### src/rtl/rtc_pkg.sv
// Package: shared types for the freeze-and-catch-up tick counter.
// Assumes one bus strobe per cycle at most (address phase, read or stop).
package rtc_pkg;
    typedef logic [7:0] rtc_byte_t;

    // Lock state: free-running, held by an address-only phase, held with a read seen
    typedef enum logic [1:0] {
        LK_FREE    = 2'd0,
        LK_ARMED   = 2'd1,
        LK_READING = 2'd2
    } lock_state_t;
endpackage

### src/rtl/rtc_lock_ctrl.sv
// Module: lock controller. Decides when the counter is held and when the
// held ticks are released. An address phase at the top byte arms the lock,
// and so does a read that reaches the top byte. The lock is released only
// by a stop that follows at least one read made under the lock.
// Assumes ptr_set_i, rd_i and stop_i are never high in the same cycle.
module rtc_lock_ctrl
    import rtc_pkg::*;
#(
    parameter int ADDR_W   = 8,
    parameter int TOP_ADDR = 8'h40
) (
    input  logic              clk,
    input  logic              rst_n,
    input  logic              ptr_set_i,
    input  logic [ADDR_W-1:0] addr_i,
    input  logic              rd_i,
    input  logic              stop_i,
    input  logic [ADDR_W-1:0] ptr_i,
    output logic              hold_o,
    output logic              release_o
);
    localparam logic [ADDR_W-1:0] TOP = ADDR_W'(TOP_ADDR);

    lock_state_t state_q, state_d;
    logic        arm_wr, arm_rd;

    // Arming conditions seen while the counter is free-running
    always_comb begin
        arm_wr = (state_q == LK_FREE) && ptr_set_i && (addr_i == TOP);
        arm_rd = (state_q == LK_FREE) && !ptr_set_i && rd_i && (ptr_i == TOP);
    end

    // Next state of the lock
    always_comb begin
        state_d = state_q;
        unique case (state_q)
            LK_FREE: begin
                if (arm_wr)      state_d = LK_ARMED;
                else if (arm_rd) state_d = LK_READING;
            end
            LK_ARMED:   if (rd_i)   state_d = LK_READING;
            LK_READING: if (stop_i) state_d = LK_FREE;
            default:    state_d = LK_FREE;
        endcase
    end

    // Lock state register
    always_ff @(posedge clk) begin
        if (!rst_n) state_q <= LK_FREE;
        else        state_q <= state_d;
    end

    // The hold covers the arming cycle itself
    assign hold_o    = (state_q != LK_FREE) || arm_wr || arm_rd;
    assign release_o = (state_q == LK_READING) && stop_i;

    AST_ARM_ON_TOP: assert property (@(posedge clk) disable iff (!rst_n)
        (state_q == LK_FREE && ptr_set_i && addr_i == TOP) |=> (state_q == LK_ARMED));
    AST_WRITE_STOP_HOLDS: assert property (@(posedge clk) disable iff (!rst_n)
        (state_q == LK_ARMED && stop_i) |=> (state_q == LK_ARMED));
    AST_NO_ARM_LOW: assert property (@(posedge clk) disable iff (!rst_n)
        (state_q == LK_FREE && ptr_set_i && addr_i != TOP) |=> (state_q == LK_FREE));
    AST_RELEASE_FREES: assert property (@(posedge clk) disable iff (!rst_n)
        release_o |=> (state_q == LK_FREE));
endmodule

### src/rtl/rtc_catchup.sv
// Module: secondary catch-up counter. Collects ticks while the main counter
// is held, saturates at its maximum, and sets a sticky overflow flag when a
// tick is lost. It clears on release, when its count is handed to the main
// counter.
module rtc_catchup #(
    parameter int SEC_W = 6
) (
    input  logic             clk,
    input  logic             rst_n,
    input  logic             tick_i,
    input  logic             hold_i,
    input  logic             release_i,
    output logic [SEC_W-1:0] sec_o,
    output logic             ovf_o
);
    localparam logic [SEC_W-1:0] SEC_MAX = {SEC_W{1'b1}};

    // Count held ticks with saturation; release has priority
    always_ff @(posedge clk) begin
        if (!rst_n)                                      sec_o <= '0;
        else if (release_i)                              sec_o <= '0;
        else if (hold_i && tick_i && sec_o != SEC_MAX)   sec_o <= sec_o + 1'b1;
    end

    // Sticky overflow when a held tick finds the counter full
    always_ff @(posedge clk) begin
        if (!rst_n)                                             ovf_o <= 1'b0;
        else if (!release_i && hold_i && tick_i && sec_o == SEC_MAX) ovf_o <= 1'b1;
    end

    AST_SEC_CLEAR: assert property (@(posedge clk) disable iff (!rst_n)
        release_i |=> (sec_o == '0));
    AST_SEC_SAT: assert property (@(posedge clk) disable iff (!rst_n)
        (!release_i && hold_i && tick_i && sec_o == SEC_MAX) |=> (sec_o == SEC_MAX && ovf_o));
    AST_OVF_STICKY: assert property (@(posedge clk) disable iff (!rst_n)
        ovf_o |=> ovf_o);
endmodule

### src/rtl/rtc_main_cnt.sv
// Module: main tick counter. Increments on free-running ticks and stays
// still while held. On release it adds the catch-up count plus the tick
// of the release cycle in a single step.
module rtc_main_cnt #(
    parameter int CNT_W = 40,
    parameter int SEC_W = 6
) (
    input  logic             clk,
    input  logic             rst_n,
    input  logic             tick_i,
    input  logic             hold_i,
    input  logic             release_i,
    input  logic [SEC_W-1:0] sec_i,
    output logic [CNT_W-1:0] count_o
);
    // Advance, hold or catch up the visible count
    always_ff @(posedge clk) begin
        if (!rst_n)               count_o <= '0;
        else if (release_i)       count_o <= count_o + CNT_W'(sec_i) + CNT_W'(tick_i);
        else if (!hold_i && tick_i) count_o <= count_o + 1'b1;
    end

    AST_FROZEN: assert property (@(posedge clk) disable iff (!rst_n)
        (hold_i && !release_i) |=> $stable(count_o));
    AST_FREE_RUN: assert property (@(posedge clk) disable iff (!rst_n)
        (!hold_i && tick_i) |=> (count_o == CNT_W'($past(count_o) + 1'b1)));
    AST_CATCHUP: assert property (@(posedge clk) disable iff (!rst_n)
        release_i |=> (count_o == CNT_W'($past(count_o) + CNT_W'($past(sec_i)) + CNT_W'($past(tick_i)))));
endmodule

### src/rtl/rtc_reg_port.sv
// Module: byte register port. Holds the auto-incrementing pointer and
// returns the addressed byte one cycle after a read strobe. The counter
// sits most significant byte first from TOP_ADDR upward. The status byte
// sits just below it, and every other address reads as zero.
module rtc_reg_port
    import rtc_pkg::*;
#(
    parameter int ADDR_W    = 8,
    parameter int TOP_ADDR  = 8'h40,
    parameter int CNT_BYTES = 5
) (
    input  logic                   clk,
    input  logic                   rst_n,
    input  logic                   ptr_set_i,
    input  logic [ADDR_W-1:0]      addr_i,
    input  logic                   rd_i,
    input  logic [CNT_BYTES*8-1:0] count_i,
    input  logic                   ovf_i,
    output logic [ADDR_W-1:0]      ptr_o,
    output rtc_byte_t              rdata_o
);
    localparam logic [ADDR_W-1:0] STAT = ADDR_W'(TOP_ADDR - 1);

    rtc_byte_t sel;

    // Select the byte that the pointer addresses
    always_comb begin
        sel = '0;
        if (ptr_o == STAT) sel = {7'b0, ovf_i};
        for (int i = 0; i < CNT_BYTES; i++) begin
            if (ptr_o == ADDR_W'(TOP_ADDR + i)) sel = count_i[(CNT_BYTES-1-i)*8 +: 8];
        end
    end

    // Pointer: load on address phase, step on each read
    always_ff @(posedge clk) begin
        if (!rst_n)         ptr_o <= '0;
        else if (ptr_set_i) ptr_o <= addr_i;
        else if (rd_i)      ptr_o <= ptr_o + 1'b1;
    end

    // Registered read data
    always_ff @(posedge clk) begin
        if (!rst_n)    rdata_o <= '0;
        else if (rd_i) rdata_o <= sel;
    end

    AST_PTR_INC: assert property (@(posedge clk) disable iff (!rst_n)
        (rd_i && !ptr_set_i) |=> (ptr_o == ADDR_W'($past(ptr_o) + 1'b1)));
endmodule

### src/rtl/rtc_lock_counter.sv
// Module: top of the freeze-and-catch-up tick counter. Connects the lock
// controller, the catch-up counter, the main counter and the register port.
// Assumes tick_i is a single-cycle pulse at most once per clock.
module rtc_lock_counter
    import rtc_pkg::*;
#(
    parameter int ADDR_W    = 8,
    parameter int TOP_ADDR  = 8'h40,
    parameter int CNT_BYTES = 5,
    parameter int SEC_W     = 6
) (
    input  logic              clk,
    input  logic              rst_n,
    input  logic              tick_i,
    input  logic              ptr_set_i,
    input  logic [ADDR_W-1:0] addr_i,
    input  logic              rd_i,
    input  logic              stop_i,
    output logic [7:0]        rdata_o,
    output logic              ovf_o
);
    localparam int CNT_W = CNT_BYTES * 8;

    logic              hold, release_now;
    logic [SEC_W-1:0]  sec;
    logic [CNT_W-1:0]  count;
    logic [ADDR_W-1:0] ptr;

    rtc_lock_ctrl #(.ADDR_W(ADDR_W), .TOP_ADDR(TOP_ADDR)) u_lock (
        .clk(clk), .rst_n(rst_n), .ptr_set_i(ptr_set_i), .addr_i(addr_i),
        .rd_i(rd_i), .stop_i(stop_i), .ptr_i(ptr),
        .hold_o(hold), .release_o(release_now));

    rtc_catchup #(.SEC_W(SEC_W)) u_sec (
        .clk(clk), .rst_n(rst_n), .tick_i(tick_i), .hold_i(hold),
        .release_i(release_now), .sec_o(sec), .ovf_o(ovf_o));

    rtc_main_cnt #(.CNT_W(CNT_W), .SEC_W(SEC_W)) u_cnt (
        .clk(clk), .rst_n(rst_n), .tick_i(tick_i), .hold_i(hold),
        .release_i(release_now), .sec_i(sec), .count_o(count));

    rtc_reg_port #(.ADDR_W(ADDR_W), .TOP_ADDR(TOP_ADDR), .CNT_BYTES(CNT_BYTES)) u_port (
        .clk(clk), .rst_n(rst_n), .ptr_set_i(ptr_set_i), .addr_i(addr_i),
        .rd_i(rd_i), .count_i(count), .ovf_i(ovf_o), .ptr_o(ptr), .rdata_o(rdata_o));
endmodule

### config.mk
export PLATFORM = sky130hd
export DESIGN_NAME = rtc_lock_counter
export DESIGN_NICKNAME = d
export VERILOG_FILES = /design/src/rtl/rtc_pkg.sv /design/src/rtl/rtc_lock_ctrl.sv /design/src/rtl/rtc_catchup.sv /design/src/rtl/rtc_main_cnt.sv /design/src/rtl/rtc_reg_port.sv /design/src/rtl/rtc_lock_counter.sv
export SDC_FILE = /design/constraint.sdc
export NUM_CORES = 1
export LEC_CHECK = 0
export ABC_CLOCK_PERIOD_IN_PS = 2200
export BUFFER_PORTS_ARGS = -buffer_cell sky130_fd_sc_hd__buf_4
export CELL_PAD_IN_SITES_DETAIL_PLACEMENT = 1
export CELL_PAD_IN_SITES_GLOBAL_PLACEMENT = 2
export CORE_MARGIN = 3
export CORE_UTILIZATION = 34
export DETAILED_ROUTE_END_ITERATION = 6
export PLACE_DENSITY = 0.84
export SYNTH_ARGS = -nofsm -noshare
export SYNTH_HDL_FRONTEND = slang
export SYNTH_HIERARCHICAL = 1
export SYNTH_SLANG_ARGS = --single-unit
export TNS_END_PERCENT = 20
### constraint.sdc
create_clock -name clk -period 2.2 [get_ports clk]
set_clock_uncertainty 0.15 [all_clocks]
set_input_delay 0.22 -clock clk [delete_from_list [all_inputs] [get_ports clk]]
set_output_delay 0.22 -clock clk [all_outputs]
set_load 0.005 [all_outputs]
==> metrics.cfg <==
[status]
status=finished, violations left
violations=negative setup slack

[grt]
grt_pass1_wl_um=22100
grt_max_degree=29
grt_pass1_vias=4235
track_usage_pct=21.7
antenna_found_initial=0
overflow=0

[pwr]
leakage_nw=2.08
power_mw=3.11
power_density_mw_per_mm2=554
peakVddDrop_v=0.000568

[setup_path]
r2r-end=u_cnt/count_o[25]
rrSetupSlack_ps=-340
startpoint=u_lock/state_q[0]
worstPathArrival_ps=2660
rr_worst_depth=9
critPathLaunchType=register
crit_fanout=11
cp.required_ps=2320
r2r-start=u_lock/state_q[0]
crit_type=register to register
endpoint_kind=register

[finish]
antenna_cells=0
final_cell_mix=108 x buf_4, 60 x dfxtp_1, 46 x nand2_1
syn_to_final_growth_pct=43.7
final_nets=605
drive_gt1_share_pct=36.2
fill_cells=1271
finalNonFillerCells=723
final_common_cell=buf_4
postLayoutCoreUtil_pct=50.9

[cts]
numCtsBuffers=9
cts.sinks=65
path_clk_slew_ps=60
cts_tree=built
htree_num_levels=3
clk_latency_ps=340
root_buffer=clkbuf_16
cts_buffer_depth=2
holdBufCountCts=0

[die]
die_x_um=113
dieArea_mm2=0.0128
rows=38
core_mm2=0.0110
io_pins=23
dieHeight_um=113
start_util_pct=35.4

[synth]
syn_inst=473
ys_ff_latch=65
synth_fa_ha_area_share_pct=4.55
synth_mux_area_share_pct=1.54
yosysTopAreaCell=dfxtp_1
ys.warnings.count=6
syn_area_per_cell_um2=8.26
syn_nets=500
synth_compound_area_share_pct=22.6
yosys_most_used_dff=dfxtp_1
synth_edf_count=0
netlist.area_leader.share_pct=33.3
ys_top_cells_by_area=dfxtp_1 33%, a21oi_1 5.1%, or4_1 5.0%
seq_area_frac_synth_pct=33.3
synth_top_family_by_area=simple AND/OR/NAND/NOR gates
syn-cell-area_mm2=0.00390
synth_simple_gate_area_share_pct=29.8
synth.distinct_cells=66
synth-xor-area-share_pct=4.04
async_flop_share_pct=0

[timing]
final.min_clock_period_ps=2540
report.final.setup_viol=37
hold_viol=0
worst_pin_slew_ps=443
whs_ps=27.9
fmax_ghz=0.394
relSlewSlack_pct=70.4
period_share_pct=115
grt_setup_unrepaired=true
worst_slack_ps=-336
drv_slew=0

[route]
wire_per_inst_um=20.3
postRouteAntennaNets=0
viasPerCell=5.87
drt_first_pass_iters=4
drc=0
wirelength_um=14700
drtIter0Drc=255
via_count=4245

[hold_path]
hold_class=input pin to register
hp-start=addr_i[7]
hold_depth=3
min_to=u_port/ptr_o[7]

[placed_design]
routabilityCongestion=0.820
pre_cts_ws_ps=-400
dpl.cell_count=690
port-buffer-count=22
hpwl_um=9700

[run]
maxCapViolCount=0

[sequential cells by signal, summed over array words and instances (netlist names)]
| register | flops |
|---|---|
| u_cnt/count_o | 40 |
| u_port/ptr_o | 8 |
| u_port/rdata_o | 8 |
| u_sec/sec_o | 6 |
| u_lock/state_q | 2 |
| u_sec/ovf_o | 1 |
[per-layer routing]
layer	global-route usage (%)	wire length, um	vias to the layer above
li1	-	-	2010
met1	25.9	6230	2133
met2	38.0	7540	74
met3	4.55	606	28
met4	8.57	313	0
met5	0	0	-
[cells by family (layout without fill, tap and decap cells)]
family                   Yosys count  in the layout
multiplexers                       6              6
flip-flops                        65             65
AO/OA/AOI/OAI                    140            140
adder cells (fa/ha/maj)           13             13
AND/OR/NAND/NOR                  191            191
buffers and inverters             40            150
XOR/XNOR                          18             18
[cells in the mapped netlist (7+ instances only)]
| cell | count |
|---|---|
| nand3_1 | 15 |
| dfxtp_1 | 65 |
| clkbuf_1 | 13 |
| o31ai_1 | 20 |
| xnor2_1 | 8 |
| inv_1 | 14 |
| nand4_1 | 13 |
| o22ai_1 | 8 |
| nor2_1 | 16 |
| or3_1 | 17 |
| or4_1 | 26 |
| a21oi_1 | 40 |
| nand2_1 | 46 |
| a221oi_1 | 7 |
| a31oi_1 | 10 |
| o21ai_0 | 31 |
| ha_1 | 11 |
| xor2_1 | 10 |
[metrics by stage]
step	setup TNS [ps]	cell area, um^2
floorplan	-2440	3940
global placement	-7140	4780
detailed placement	-9510	4780
CTS	-6220	5250
global route	-9090	5610
finish	-5510	5610
[power by group]
group | switching (mW) | internal (mW)
Combinational | 0.176 | 0.142
Clock | 0.542 | 1.03
Sequential | 0.0187 | 1.20
[final cells by class]
type / instances / area [um^2] / share of cell area (%)
inverter: 15 / 58.8 / 1.05
timing repair buffer: 119 / 973 / 17.3
clock buffer: 15 / 298 / 5.31
multi-input combinational: 368 / 2760 / 49.3
tap: 140 / 175 / 3.12
clock inverter: 1 / 30.0 / 0.535
sequential: 65 / 1310 / 23.4
[worst max path at each step]
stage / end / depth (start not counted) / slack (ps)
after floorplan: u_cnt/count_o[30] / 10 / -160
after global placement: u_cnt/count_o[25] / 10 / -310
after detailed placement: u_cnt/count_o[31] / 10 / -400
after CTS: u_cnt/count_o[26] / 10 / -280
after global routing: u_cnt/count_o[25] / 9 / -420
final: u_cnt/count_o[25] / 9 / -340
[critical path: stages, from the launching register on]
cell       delay, ps
dfxtp_4          390
nor4b_4           50
and3_4           160
nand3b_1         210
nor2b_2          220
o2111ai_2        140
buf_4            200
or3_1            350
or4_1            420
a21oi_1          170
[what timing repair did]
item | 4_1_cts | 5_1_grt
gates resized for setup | 25 | 60
cloned | 2 | 2
pin swaps | 11 | 16
buffers inserted | 5 | 8
setup endpoints to repair | 42 | 47
No activity file was read; power rests on OpenSTA's default activity.
